[config.mk]
export PLATFORM = sky130hd
export DESIGN_NAME = energy_binner
export DESIGN_NICKNAME = d
export VERILOG_FILES = /design/src/rtl/ebin_pkg.sv /design/src/rtl/ebin_datapath.sv /design/src/rtl/ebin_ctrl.sv /design/src/rtl/energy_binner.sv
export SDC_FILE = /design/constraint.sdc
export NUM_CORES = 1
export LEC_CHECK = 0
export BUFFER_PORTS_ARGS = -buffer_cell sky130_fd_sc_hd__buf_4
export CAP_MARGIN = 5
export CORE_UTILIZATION = 25
export DETAILED_ROUTE_END_ITERATION = 8
export PLACE_DENSITY_LB_ADDON = 0.08
export SETUP_SLACK_MARGIN = 0.4
export SLEW_MARGIN = 30
export SYNTH_ARGS = -nofsm -noshare
export SYNTH_HDL_FRONTEND = slang
export SYNTH_HIERARCHICAL = 1
export SYNTH_SLANG_ARGS = --single-unit
export TNS_END_PERCENT = 10
[constraint.sdc]
create_clock -name clk -period 5.49 [get_ports clk]
set_input_delay 0.549 -clock clk [delete_from_list [all_inputs] [get_ports clk]]
set_output_delay 0.549 -clock clk [all_outputs]
set_load 0.005 [all_outputs]
[src/rtl/ebin_pkg.sv]
package ebin_pkg;
  typedef struct packed {
    logic commit;     // period boundary: swap banks, load new edges
    logic actBank;    // bank currently counting
    logic wordTaken;  // a count word of the dump bank was accepted
  } ebin_strobe_t;
endpackage

[src/rtl/ebin_datapath.sv]
module ebin_datapath
  import ebin_pkg::*;
#(
  parameter int EW   = 8,
  parameter int NDIR = 2,
  parameter int NBIN = 4,
  parameter int CW   = 4
) (
  input  logic                       clk,
  input  logic                       rstN,
  input  ebin_strobe_t               strobe,
  input  logic                       evValid,
  input  logic [EW-1:0]              evEnergy,
  input  logic [$clog2(NDIR)-1:0]    evDir,
  input  logic                       thrWe,
  input  logic [$clog2(NBIN)-1:0]    thrIdx,
  input  logic [EW-1:0]              thrData,
  input  logic [$clog2(NDIR)-1:0]    dumpDir,
  input  logic [$clog2(NBIN)-1:0]    dumpBin,
  output logic [CW-1:0]              dumpCount
);
  localparam int DW   = $clog2(NDIR);
  localparam int BW   = $clog2(NBIN);
  localparam int STEP = (2 ** EW) / NBIN;

  logic [NBIN-2:0][EW-1:0] shadowThr, actThr;
  logic [CW-1:0] bank [2][NDIR][NBIN];
  logic [BW-1:0] evBin;
  logic          dirOk;
  logic [CW-1:0] hitCnt;

  always_comb begin
    evBin = BW'(NBIN - 1);
    for (int i = NBIN - 2; i >= 0; i--)
      if (evEnergy < actThr[i]) evBin = BW'(i);
  end

  assign dirOk     = {1'b0, evDir} < (DW + 1)'(NDIR);
  assign hitCnt    = bank[strobe.actBank][evDir][evBin];
  assign dumpCount = bank[~strobe.actBank][dumpDir][dumpBin];

  always_ff @(posedge clk) begin
    if (!rstN) begin
      for (int i = 0; i < NBIN - 1; i++) begin
        shadowThr[i] <= EW'((i + 1) * STEP);
        actThr[i]    <= EW'((i + 1) * STEP);
      end
      for (int b = 0; b < 2; b++)
        for (int d = 0; d < NDIR; d++)
          for (int k = 0; k < NBIN; k++)
            bank[b][d][k] <= '0;
    end else begin
      if (thrWe && ({1'b0, thrIdx} < (BW + 1)'(NBIN - 1)))
        shadowThr[thrIdx] <= thrData;
      if (strobe.commit) actThr <= shadowThr;
      if (evValid && dirOk && (hitCnt != {CW{1'b1}}))
        bank[strobe.actBank][evDir][evBin] <= hitCnt + 1'b1;
      if (strobe.wordTaken)
        bank[~strobe.actBank][dumpDir][dumpBin] <= '0;
    end
  end

  // checker state: remember the entry touched last cycle
  logic          satPend, clrPend;
  logic          satBank, clrBank;
  logic [DW-1:0] satDir, clrDir;
  logic [BW-1:0] satBin, clrBin;
  logic [CW-1:0] satNow, clrNow;

  always_ff @(posedge clk) begin
    if (!rstN) begin
      satPend <= 1'b0; clrPend <= 1'b0;
      satBank <= 1'b0; clrBank <= 1'b0;
      satDir  <= '0;   clrDir  <= '0;
      satBin  <= '0;   clrBin  <= '0;
    end else begin
      satPend <= evValid && dirOk && (hitCnt == {CW{1'b1}}) && !strobe.commit;
      satBank <= strobe.actBank; satDir <= evDir; satBin <= evBin;
      clrPend <= strobe.wordTaken && !strobe.commit;
      clrBank <= ~strobe.actBank; clrDir <= dumpDir; clrBin <= dumpBin;
    end
  end

  assign satNow = bank[satBank][satDir][satBin];
  assign clrNow = bank[clrBank][clrDir][clrBin];

  assert_no_wrap_R4: assert property (@(posedge clk) disable iff (!rstN)
    satPend |-> (satNow == {CW{1'b1}}));
  assert_cleared_R9: assert property (@(posedge clk) disable iff (!rstN)
    clrPend |-> (clrNow == '0));
  assert_edges_deferred_R6: assert property (@(posedge clk) disable iff (!rstN)
    !strobe.commit |=> $stable(actThr));
endmodule

[src/rtl/ebin_ctrl.sv]
module ebin_ctrl
  import ebin_pkg::*;
#(
  parameter int NDIR       = 2,
  parameter int NBIN       = 4,
  parameter int CW         = 4,
  parameter int PW         = 16,
  parameter int SW         = 4,
  parameter int LW         = 4,
  parameter int DEF_PERIOD = 64,
  parameter int OW         = 10
) (
  input  logic                       clk,
  input  logic                       rstN,
  input  logic                       thrWe,
  input  logic                       periodWe,
  input  logic [PW-1:0]              periodData,
  input  logic [CW-1:0]              dumpCount,
  input  logic                       outReady,
  output logic                       outValid,
  output logic [OW-1:0]              outData,
  output ebin_strobe_t               strobe,
  output logic [$clog2(NDIR)-1:0]    dumpDir,
  output logic [$clog2(NBIN)-1:0]    dumpBin
);
  localparam int DW  = $clog2(NDIR);
  localparam int BW  = $clog2(NBIN);
  localparam int SLW = $clog2(NBIN + 1);

  logic [PW-1:0]  periodCnt, curPeriod, shadowPeriod;
  logic           actBank, dumping, pending;
  logic [DW-1:0]  dDir;
  logic [SLW-1:0] slot;
  logic [SW-1:0]  seq, dumpSeq;
  logic [LW-1:0]  ver, dumpVer;
  logic           termHit, expire, take, lastSlot, lastDir;

  assign termHit  = ({1'b0, periodCnt} + (PW + 1)'(1)) >= {1'b0, curPeriod};
  assign expire   = termHit && !dumping;
  assign take     = dumping && outReady;
  assign lastSlot = slot == SLW'(NBIN);
  assign lastDir  = dDir == DW'(NDIR - 1);

  always_ff @(posedge clk) begin
    if (!rstN) begin
      periodCnt    <= '0;
      curPeriod    <= PW'(DEF_PERIOD);
      shadowPeriod <= PW'(DEF_PERIOD);
      actBank      <= 1'b0;
      dumping      <= 1'b0;
      pending      <= 1'b0;
      dDir         <= '0;
      slot         <= '0;
      seq          <= '0;
      dumpSeq      <= '0;
      ver          <= '0;
      dumpVer      <= '0;
    end else begin
      if (periodWe) shadowPeriod <= periodData;
      if (expire) begin
        periodCnt <= '0;
        curPeriod <= shadowPeriod;
        actBank   <= ~actBank;
        dumping   <= 1'b1;
        dDir      <= '0;
        slot      <= '0;
        dumpSeq   <= seq;
        seq       <= seq + 1'b1;
        dumpVer   <= ver;
        if (pending) ver <= ver + 1'b1;
        pending   <= thrWe | periodWe;
      end else begin
        if (!termHit) periodCnt <= periodCnt + 1'b1;
        pending <= pending | thrWe | periodWe;
      end
      if (take) begin
        if (lastSlot) begin
          slot <= '0;
          if (lastDir) dumping <= 1'b0;
          else         dDir    <= dDir + 1'b1;
        end else begin
          slot <= slot + 1'b1;
        end
      end
    end
  end

  assign outValid = dumping;
  assign dumpDir  = dDir;
  assign dumpBin  = BW'(slot - 1'b1);

  always_comb begin
    outData = '0;
    if (slot == '0) begin
      outData[OW-1]             = 1'b1;
      outData[SW+DW+LW-1:0]     = {dumpSeq, dDir, dumpVer};
    end else begin
      outData[BW+CW-1:0]        = {dumpBin, dumpCount};
    end
  end

  assign strobe.commit    = expire;
  assign strobe.actBank   = actBank;
  assign strobe.wordTaken = take && (slot != '0);

  assert_stall_hold_R11: assert property (@(posedge clk) disable iff (!rstN)
    (outValid && !outReady) |=> (outValid && $stable(outData)));
  assert_header_first_R7: assert property (@(posedge clk) disable iff (!rstN)
    $rose(outValid) |-> outData[OW-1]);
endmodule

[src/rtl/energy_binner.sv]
module energy_binner
  import ebin_pkg::*;
#(
  parameter int EW         = 8,
  parameter int NDIR       = 2,
  parameter int NBIN       = 4,
  parameter int CW         = 4,
  parameter int PW         = 16,
  parameter int SW         = 4,
  parameter int LW         = 4,
  parameter int DEF_PERIOD = 64,
  localparam int DW        = $clog2(NDIR),
  localparam int BW        = $clog2(NBIN),
  localparam int HW        = 1 + SW + DW + LW,
  localparam int KW        = 1 + BW + CW,
  localparam int OW        = (HW > KW) ? HW : KW
) (
  input  logic           clk,
  input  logic           rstN,
  input  logic           evValid,
  input  logic [EW-1:0]  evEnergy,
  input  logic [DW-1:0]  evDir,
  input  logic           thrWe,
  input  logic [BW-1:0]  thrIdx,
  input  logic [EW-1:0]  thrData,
  input  logic           periodWe,
  input  logic [PW-1:0]  periodData,
  output logic           outValid,
  input  logic           outReady,
  output logic [OW-1:0]  outData
);
  ebin_strobe_t  strobe;
  logic [DW-1:0] dumpDir;
  logic [BW-1:0] dumpBin;
  logic [CW-1:0] dumpCount;

  ebin_ctrl #(
    .NDIR(NDIR), .NBIN(NBIN), .CW(CW), .PW(PW), .SW(SW), .LW(LW),
    .DEF_PERIOD(DEF_PERIOD), .OW(OW)
  ) u_ctrl (
    .clk(clk), .rstN(rstN), .thrWe(thrWe), .periodWe(periodWe),
    .periodData(periodData), .dumpCount(dumpCount), .outReady(outReady),
    .outValid(outValid), .outData(outData), .strobe(strobe),
    .dumpDir(dumpDir), .dumpBin(dumpBin)
  );

  ebin_datapath #(
    .EW(EW), .NDIR(NDIR), .NBIN(NBIN), .CW(CW)
  ) u_datapath (
    .clk(clk), .rstN(rstN), .strobe(strobe), .evValid(evValid),
    .evEnergy(evEnergy), .evDir(evDir), .thrWe(thrWe), .thrIdx(thrIdx),
    .thrData(thrData), .dumpDir(dumpDir), .dumpBin(dumpBin),
    .dumpCount(dumpCount)
  );
endmodule

== Yosys cells after proc, flatten, opt, wreduce, memory -nomap -nowiden ==
Memories as Yosys holds them, arrays and structs flattened. A register that Yosys moved wholly into a read port is not among the register bits.
Cells that the tools add are included.
Word-level totals
  output and inout port bits: 11
  bits of input ports: 41
  bits in latches: 0
  memories kept: 1
  bits in writable memories: 64
  memory bits (read-only): 0
  flip-flop bits (word level): 119
Memory list
  u_datapath.bank: words 2, width 32, read ports 2, clocked after memory_dff 1, write ports 2, line ebin_datapath.sv:27  | logic [CW-1:0] bank [2][NDIR][NBIN];
Operators by class
  add/sub/neg operators: 8
  shift operators: 0
  equal/unequal tests: 2
  muxes and demuxes: 55
  $mul: 0
  reduce and logical (&&, ||, !) cells: 18
  div/mod/pow operators: 0
  magnitude comparators: 15
  bitwise logic cells: 9
Operators by type and width (number)
  two-way mux 32 bit: 6
  two-way mux 16 bit: 8
  OR reduction 32 bit: 2
  demux 16 bit (select 1 bit): 2
  two-way mux 4 bit: 7
  bitwise mux 24 bit: 1
  less-than comparator 8 bit: 3
  two-way mux 1 bit: 19
  adder 16 x 1 -> 17 bit (second input constant): 1
  >= comparator 17 x 16 -> 1 bit: 1
  adder 16 x 1 -> 16 bit (second input constant): 1
  binary-select mux 4 bit (select 2 bit): 2
  demux 4 bit (select 2 bit): 2
  demux 8 bit (select 2 bit): 1
  adder 4 x 1 -> 4 bit (second input constant): 3
  logical AND 1 bit: 10
  two-way mux 3 bit: 3
  two-way mux 8 bit: 1
  >= comparator 3 bit (second input constant): 2
  less-than comparator 3 x 1 -> 1 bit (second input constant): 2
  two-way mux 6 bit: 1
  NOT 2 -> 3 bit: 2
  >= comparator 2 bit (second input constant): 2
  less-than comparator 2 x 1 -> 1 bit (second input constant): 2
  18 further kinds: 23

== Logic depth before layout (Yosys ltp) ==
Gate-level depths: netlist of the first run.
  word-level depth: 15
  gate-level depth with buffers: 18
  gate-level depth less buffers: 13

== Modules after synthesis ==
Netlist of the first run, hierarchy kept.
By module, submodules not included
  ebin_datapath: cells an instance 617, sequential area each 2242.2 sq um, area each 6314.8 sq um, instances 1
  ebin_ctrl: cells an instance 446, sequential area each 1421.4 sq um, area each 3802.4 sq um, instances 1

== Worst setup path before layout of the first run ==
Ideal clock, no wire load.
  kind: flip-flop to flip-flop
  from: register u_ctrl.periodCnt[0]
  to: register u_datapath/actThr[0] in the netlist's numbering
  arrival time: 3.901 ns
  data required time: 5.373 ns
  period minus slack after synthesis: 4.017 ns
  slack: 1.473 ns
  stages on the path, launching flop included: 19
  library setup time: 0.117 ns
  cells stage by stage: dfxtp_1 ha_1 nand3_2 nor3_4 nand3_1 xnor2_1 ha_1 nand4_1 nor2_1 o21ai_0 o21a_4 a21oi_4 buf_6 buf_8 buf_4 clkbuf_1 buf_1 mux2i_1 nor2b_1
On the way
  word-level cells in the longest chain between the ends: 3
Ends and longest elaborated chain
  from (decl): line ebin_ctrl.sv:30  | logic [PW-1:0] periodCnt, curPeriod, shadowPeriod;
  from (signal assigned): line ebin_ctrl.sv:73  | if (!termHit) periodCnt <= periodCnt + 1'b1;
  adder 16 x 1 -> 17 bit: line ebin_ctrl.sv:38  | assign termHit = ({1'b0, periodCnt} + (PW + 1)'(1)) >= {1'b0, curPeriod};
  >= comparator 17 x 16 -> 1 bit: line ebin_ctrl.sv:38
  logical AND 1 bit: line ebin_ctrl.sv:39  | assign expire = termHit && !dumping;
  via u_ctrl.expire: line ebin_ctrl.sv:36  | logic termHit, expire, take, lastSlot, lastDir;
  to (signal, indexed assignment): line ebin_datapath.sv:46  | actThr[i] <= EW'((i + 1) * STEP);
  to (signal assigned): line ebin_datapath.sv:55  | if (strobe.commit) actThr <= shadowThr;
  to (decl): line ebin_datapath.sv:26  | logic [NBIN-2:0][EW-1:0] shadowThr, actThr;
The timed path passes the listed nets, and every way through them passes these cells.
A chain may end at the register's enable or synchronous reset.

==> results.md, run 1 <==
* Status: finished clean
* Share of post-route cells with drive strength above 1 at approximately 16%
* Most common cell after layout, fill and taps aside: dfxtp_1
* Count of cell types in the netlist at 71
* First-pass GRT wire length at 47,080 µm
* Number of setup buffers added after CTS at 0
* Worst vdd ir at 0.1484 mV
* Die Ht at 203.2 µm
* IO buf count at 51
* Power Dens Cells at 250.5 nW/µm²
* CTS root buffer: clkbuf_16
* GRT Total Usage at 14.81%
* # setup viols final at 0
* Core area at 39,820 µm²
* Mapped Area at 10,120 µm²
* Async SR Flop Fraction at 0%
* FF+latch area at 3665 µm²
* Number of synthesized flops with an enable pin at 0
* Commonest cells after routing, fill and taps aside: 182 x dfxtp_1, 129 x nand2_1, 121 x mux2i_1
* Worst setup margin at 1.405 ns
* Max Fclk at approximately 240 MHz
* TritonCTS Buffers at 17
* Initial core utilization at 25.41%
* Htree depth at 4
* Period utilization at 74.40%
* Power after layout at 2893 µW
* Largest net degree at the start of global routing at 71
* Number of diodes at 0
* CTS Hold Buffers Added at 0
* Area delta synth->final at 14.15%
* Final net count at approximately 1,200
* Final Max Tran Viols at 0
* 1st-pass router iterations at 4
* Layout fillers at 4,289
* Initial antenna violation count at 0
* Syn_area_per_cell at 9.518 µm²
* Via Count at 7,692
* Final Non-Filler Cells at 1,615
* Inst Count DP at 1,583
* Static Leak at 0.004161 µW
* Deepest clock path buffer count at 2
* Number of global-route vias before repair at 7,911
* Critical Path Start Type: flop
* CTS resizes at 0
* Critical Path RT at 5.83 ns
* Post-Syn Instances at 1,063
* Num rows at 73
* Via density at 4.763
* Yosys reg bits at roughly 180
* Worst slew pin tran at 0.9612 ns
* Die X at slightly above 200 µm
* First DRT Iteration DRCs at roughly 370
* Setup WS pre-CTS at 1.106 ns
* Max Cap Viol at 0
* Clk_skew at 0.01217 ns
* Crit path capture type: flop
* Primary FF master, synth: dfxtp_1
* Final Hold Vio Count at 0
* Worst-path clk slew at 0.07 ns
* RSZ-0062 raised after global routing: no
* Gr ovfl total at 0
* IO Pins at 52
* Worst-Skew Late Latency at 0.45 ns
* DR DRC count at 0
* Sequential share of the synthesized area at 36.21%
* Clock sink count at between 150 and 200
* Worst EP arrival at 4.43 ns
* Ys Warns at 6
* Area occupied by multi-input gates at 5967 µm²
* Final Critical Period at 4.085 ns
* WS Path Type: reg2reg
* Post-DP HPWL at 20,400 µm
* Sum Neg Setup Slack at 0 ns
* CTS tree: built
* HP Class: in2reg
* Post-synth net total at 1,147
* Worst rel slew slack at between 30% and 40%
* DR WL/cell at 18.05 µm
* Total Routed Length at about 30,000 µm
* GP Congestion at 0.7488
* Total die area at 41,280 µm²
* Fin Hold WS at ~0.32 ns
* Antenna Nets Post-Route at 0
* Max Fanout on Critical Path at 13
[kinds of logic (layout without fill, tap and decap cells)]
logic type | count (synthesis) | in the layout | synth area share [%]
XOR/XNOR | 15 | 15 | 1.373
AO/OA/AOI/OAI | 150 | 150 | 11.29
adder cells (fa/ha/maj) | 43 | 43 | 5.318
AND/OR/NAND/NOR | 383 | 383 | 19.03
flip-flops | 183 | 183 | 36.21
multiplexers | 171 | 171 | 21.69
buffers and inverters | 118 | 145 | 5.083
[cell usage after synthesis (27+ instances only)]
cell type / instances / share of area (%)
dfxtp_1: 183 / 36
nand2_1: 129 / 4.8
mux2i_1: 121 / 12
nand3_1: 58 / 2.9
nor2_1: 57 / 2.1
inv_1: 46 / 1.7
nor2b_1: 45 / 2.8
a21oi_1: 43 / 2.1
ha_1: 43 / 5.3
clkbuf_1: 37 / 1.4
mux4_2: 35 / 7.8
nand3b_1: 27 / 2.0
[power breakdown]
group / internal, µW / total [µW] / switching (µW)
Combinational: 97.8 / 250 / 153
Clock: 688 / 1280 / 592
Sequential: 1350 / 1360 / 14.8
Total: 2130 / 2890 / 760
[registers in the layout, indices dropped and copies added, names as in the netlist, 3 cells and up]
signal	cells
u_ctrl/dumpSeq	4
u_datapath/actThr	24
u_ctrl/seq	4
u_ctrl/shadowPeriod	16
u_datapath/bank	64
u_ctrl/periodCnt	16
u_datapath/shadowThr	24
u_ctrl/ver	4
u_ctrl/slot	3
u_ctrl/dumpVer	4
u_ctrl/curPeriod	16
[metal layers]
layer / vias to the layer above / share of wire, % / track usage [%]
met5: - / 0 / 0
met4: 0 / 0.80 / 3.249
met3: 8 / 2.6 / 2.908
met2: 79 / 45 / 23.15
met1: 3779 / 52 / 20.93
li1: 3826 / - / -
[final cells by class]
type / instances / share of cell area [%]
clock buffers: 18 / 3.803
well taps: 525 / 5.688
repair buffers: 66 / 4.323
flip-flops and latches: 183 / 31.73
inverters: 47 / 1.528
clock inverters: 14 / 1.257
multi-input cells: 762 / 51.67
[metrics by stage]
step / area (µm²) / utilization [%]
finish: 11550 / 29.00
global route: 11550 / 29.00
CTS: 11540 / 28.97
detailed placement: 10950 / 27.50
global placement: 10940 / 27.48
floorplan: 10120 / -
[critical path, stage by stage, from the launching register on]
cell	delay [ns]
dfxtp_1	0.34
inv_1	0.05
ha_1	0.17
or4_1	0.53
a21oi_2	0.27
o31a_1	0.31
o311ai_0	0.16
a21oi_1	0.24
ha_1	0.18
inv_1	0.08
a2111oi_4	0.75
and2_4	0.31
or4_1	0.27
mux2_4	0.32
[path summary, 6_finish.rpt]
check | startpoint | endpoint | slack [ns] | cells after the start
setup / recovery | u_datapath/actThr[9]$_SDFFE_PN0P_ | u_datapath/bank[0][17]$_SDFFE_PP0P_ | 1.41 | 13
hold / removal | periodData[6] | u_ctrl/shadowPeriod[6]$_SDFFE_PN1P_ | 0.32 | 3
setup reg to reg | u_datapath/actThr[9]$_SDFFE_PN0P_ | u_datapath/bank[0][17]$_SDFFE_PP0P_ | 1.41 | 13
hold reg to reg | u_ctrl/shadowPeriod[1]$_SDFFE_PN0P_ | u_ctrl/curPeriod[1]$_SDFFE_PN0P_ | 0.46 | 2
(Power assumes the default switching activity.)
==> inputs of run 2 (changes only) <==
==> constraint.sdc (replaced) <==
create_clock -name clk -period 4 [get_ports clk]
set_input_delay 0.4 -clock clk [delete_from_list [all_inputs] [get_ports clk]]
set_output_delay 0.4 -clock clk [all_outputs]
set_load 0.005 [all_outputs]
==> run 2 against run 1 <==
Clock skew grew 0.0061 ns. Clock power up 47%. Count of clock-buffer cells in the layout unchanged. Via count grew 1.9%. Critical path type unchanged. Sequential power grew 37%. Highest routed layer is now met5. Wire length rose by 3.8%. Core utilization is 0.92 points higher. Sequential share of layout area decreased by 0.97 points. Total power grew 42%. Critical path depth is 2 higher. Setup slack got worse by 0.89 ns. Largest cell class unchanged.
==> results.md, run 2 (same netlist as run 1, synthesis figures left out) <==
* Worst setup margin at 0.5137 ns (-0.8917 ns)
* R2R Setup Slk at 0.51 ns (-0.89 ns)
* Max Cap Viol at 0 (unchanged)
* Setup WS pre-CTS at 0.1967 ns (-0.9089 ns)
* HP Class: in2reg
* Core area at 39,820 µm² (unchanged)
* GP Congestion at 0.7388 (-1.3%)
* Worst setup path end: u_datapath/bank[0][0]$_SDFFE_PP0P_
* Layout fillers at 4,209 (-1.9%)
* Gr ovfl total at 0 (unchanged)
* Most common cell after layout, fill and taps aside: dfxtp_1
* Reg2reg start: u_datapath/actThr[18]$_SDFFE_PN0P_
* Num rows at 73 (unchanged)
* GRT Total Usage at 14.88% (+0.067 points)
* Worst slew pin tran at 0.8339 ns (-0.1273 ns)
* Antenna Nets Post-Route at 0 (unchanged)
* Commonest cells after routing, fill and taps aside: 181 x dfxtp_1, 129 x nand2_1, 121 x mux2i_1
* Largest register by flop count: u_datapath/bank
* Fin Hold WS at 0.1782 ns (-0.1436 ns)
* Crit. Startpoint: u_datapath/actThr[18]$_SDFFE_PN0P_
* Worst-path clk slew at 0.07 ns (about the same)
* # setup viols final at 0 (unchanged)
* Max Fclk at 286.8 MHz (+17%)
* IO buf count at 51 (unchanged)
* Biggest registers after layout: u_datapath/bank: 64 flops, u_datapath/actThr: 24 flops, u_datapath/shadowThr: 24 flops
* Status: finished clean
* Worst-Skew Late Latency at 0.46 ns (about the same)
* First DRT Iteration DRCs at 480 (+30%)
* Logic pwr share at 8.9% (+0.2 points)
* Worst reg-to-reg path cell count at 15 (+2)
* Clk_skew at 0.01822 ns (+0.006052 ns)
* Htree depth at 4 (unchanged)
* 1st-pass router iterations at 5 (+1)
* Share of post-route cells with drive strength above 1 at 19.14% (+2.7 points)
* Area post-placement at 11,150 µm² (+1.8%)
* Total die area at 41,280 µm² (unchanged)
* Via Count at 7,840 (+1.9%)
* Reg2reg end: u_datapath/bank[0][0]$_SDFFE_PP0P_
* Worst EP arrival at 3.81 ns (-0.62 ns)
* Static Leak at 0.004348 µW (+4.5%)
* Final Max Tran Viols at 0 (unchanged)
* Max Fanout on Critical Path at 7 (-6)
* Sum Neg Setup Slack at 0 ns (unchanged)
* Post-DP HPWL at 20,950 µm (+2.7%)
* Area occupied by multi-input gates at 6016 µm² (+0.82%)
* Power after layout at 4120 µW (+42%)
* Worst vdd ir at 0.1989 mV (+34%)
* CTS tree: built
* Power Dens Cells at 345.8 nW/µm² (+38%)
* Net Switching at 1054 µW (+39%)
* Via density at 4.772 (+0.19%)
* RSZ-0062 raised after global routing: yes
* Largest net degree at the start of global routing at 124 (+75%)
* WS Path Type: reg2reg
* IO Pins at 52 (unchanged)
* Clock sink count at 183 (unchanged)
* Number of global-route vias before repair at 7,711 (-2.5%)
* Critical Path RT at 4.33 ns (-1.50 ns)
* Worst rel slew slack at 44.33% (+8.4 points)
* Final Critical Period at 3.486 ns (-0.5983 ns)
* Critical Path Start Type: flop
* TritonCTS Buffers at 17 (unchanged)
* Final Hold Vio Count at 0 (unchanged)
* Die Ht at 203.2 µm (unchanged)
* Period utilization at 87.16% (+13 points)
* Area delta synth->final at 17.77%
* Initial core utilization at 25.41% (unchanged)
* Internal Power at 3066 µW (+44%)
* Clk pwr share at 45.6% (+1.4 points)
* Largest register FFs at 64 (unchanged)
* Seq pwr share at 45.4% (-1.7 points)
* Deepest clock path buffer count at 2 (unchanged)
* DR WL/cell at 18.41 µm (+2.0%)
* Final net count at 1,189 (+2.4%)
* Crit path capture type: flop
* Finished Cell Area at 11,920 µm² (+3.2%)
* DR DRC count at 0 (unchanged)
* Die X at 203.2 µm (unchanged)
* Number of diodes at 0 (unchanged)
* Total Routed Length at 30,260 µm (+3.8%)
* First-pass GRT wire length at 46,580 µm (-1.1%)
* Switch share at 25.59% (-0.67 points)
* Initial antenna violation count at 1 (+1)
* CTS Hold Buffers Added at 0 (unchanged)
* CTS root buffer: clkbuf_16
* FF+latch area at 3666 µm² (about the same)
==> run 2: cell count changes in the layout (fill, tap and decap cells not counted), sizes merged <==
cell / delta
buf: +27
bufinv: +2
clkbuf: +1
clkinvlp: +2
clkinv: -1
inv: -3
==> run 2: worst min-delay path by stage <==
stage	from	depth (start not counted)	slack (ns)	to
after floorplan	u_ctrl/dumpSeq[1]$_SDFFE_PN0P_	2	0.43	u_ctrl/dumpSeq[1]$_SDFFE_PN0P_
after global placement	u_ctrl/curPeriod[3]$_SDFFE_PN0P_	2	0.44	u_ctrl/curPeriod[3]$_SDFFE_PN0P_
after detailed placement	u_ctrl/curPeriod[12]$_SDFFE_PN0P_	2	0.45	u_ctrl/curPeriod[12]$_SDFFE_PN0P_
after CTS	periodData[6]	3	0.15	u_ctrl/shadowPeriod[6]$_SDFFE_PN1P_
after global routing	periodData[13]	3	0.17	u_ctrl/shadowPeriod[13]$_SDFFE_PN0P_
final	periodData[6]	3	0.18	u_ctrl/shadowPeriod[6]$_SDFFE_PN1P_
==> run 2: layer usage <==
layer  wire length [µm]  share of wire (%)  GRT usage, %  vias to the layer above
li1                   -                  -             -                     3884
met1              15340                 51         21.01                     3802
met2              13340                 44         22.46                      126
met3               1069                3.5         3.036                       26
met4                495                1.6         4.834                        2
met5                 12              0.040             0                        -
==> run 2: final cells by class <==
type | instances | area share, %
repair buffers | 94 | 6.416
inverters | 47 | 1.481
clock buffers | 18 | 3.686
well taps | 525 | 5.513
multi-input cells | 762 | 50.49
flip-flops and latches | 183 | 30.77
clock inverters | 14 | 1.649
==> run 2: critical path, stage by stage (launching register included) <==
cell and delay, ns:
dfxtp_1 0.33, inv_1 0.05, ha_1 0.30, a211oi_2 0.21, o21ai_1 0.12, a211o_1 0.34
o311ai_1 0.30, a21oi_1 0.14, ha_1 0.20, inv_1 0.12, a2111oi_4 0.05, buf_4 0.19
and2_4 0.18, or4_1 0.52, buf_4 0.19, mux2i_1 0.11
==> run 2: through the flow <==
| step | util (%) | std cells |
|---|---|---|
| 2_1_floorplan | - | 1063 |
| 3_3_place_gp | 27.98 | 1605 |
| 3_5_place_dp | 28.00 | 1605 |
| 4_1_cts | 29.61 | 1637 |
| 5_1_grt | 29.92 | 1643 |
| 6_report | 29.92 | 1643 |
==> run 2: power by group through the flow <==
stage	registers (µW)	logic, µW	clock network, µW
floorplan	1910	228	0
global placement	1910	365	0
detailed placement	1910	364	0
CTS	1870	366	1960
global route	1880	404	2020
finish	1870	368	1880
==> run 2: timing repair <==
item	4_1_cts	5_1_grt
resized for setup	1	12
pin swaps	0	6
endpoints found under the setup margin	17	99
buffers inserted	0	5
cloned	0	1
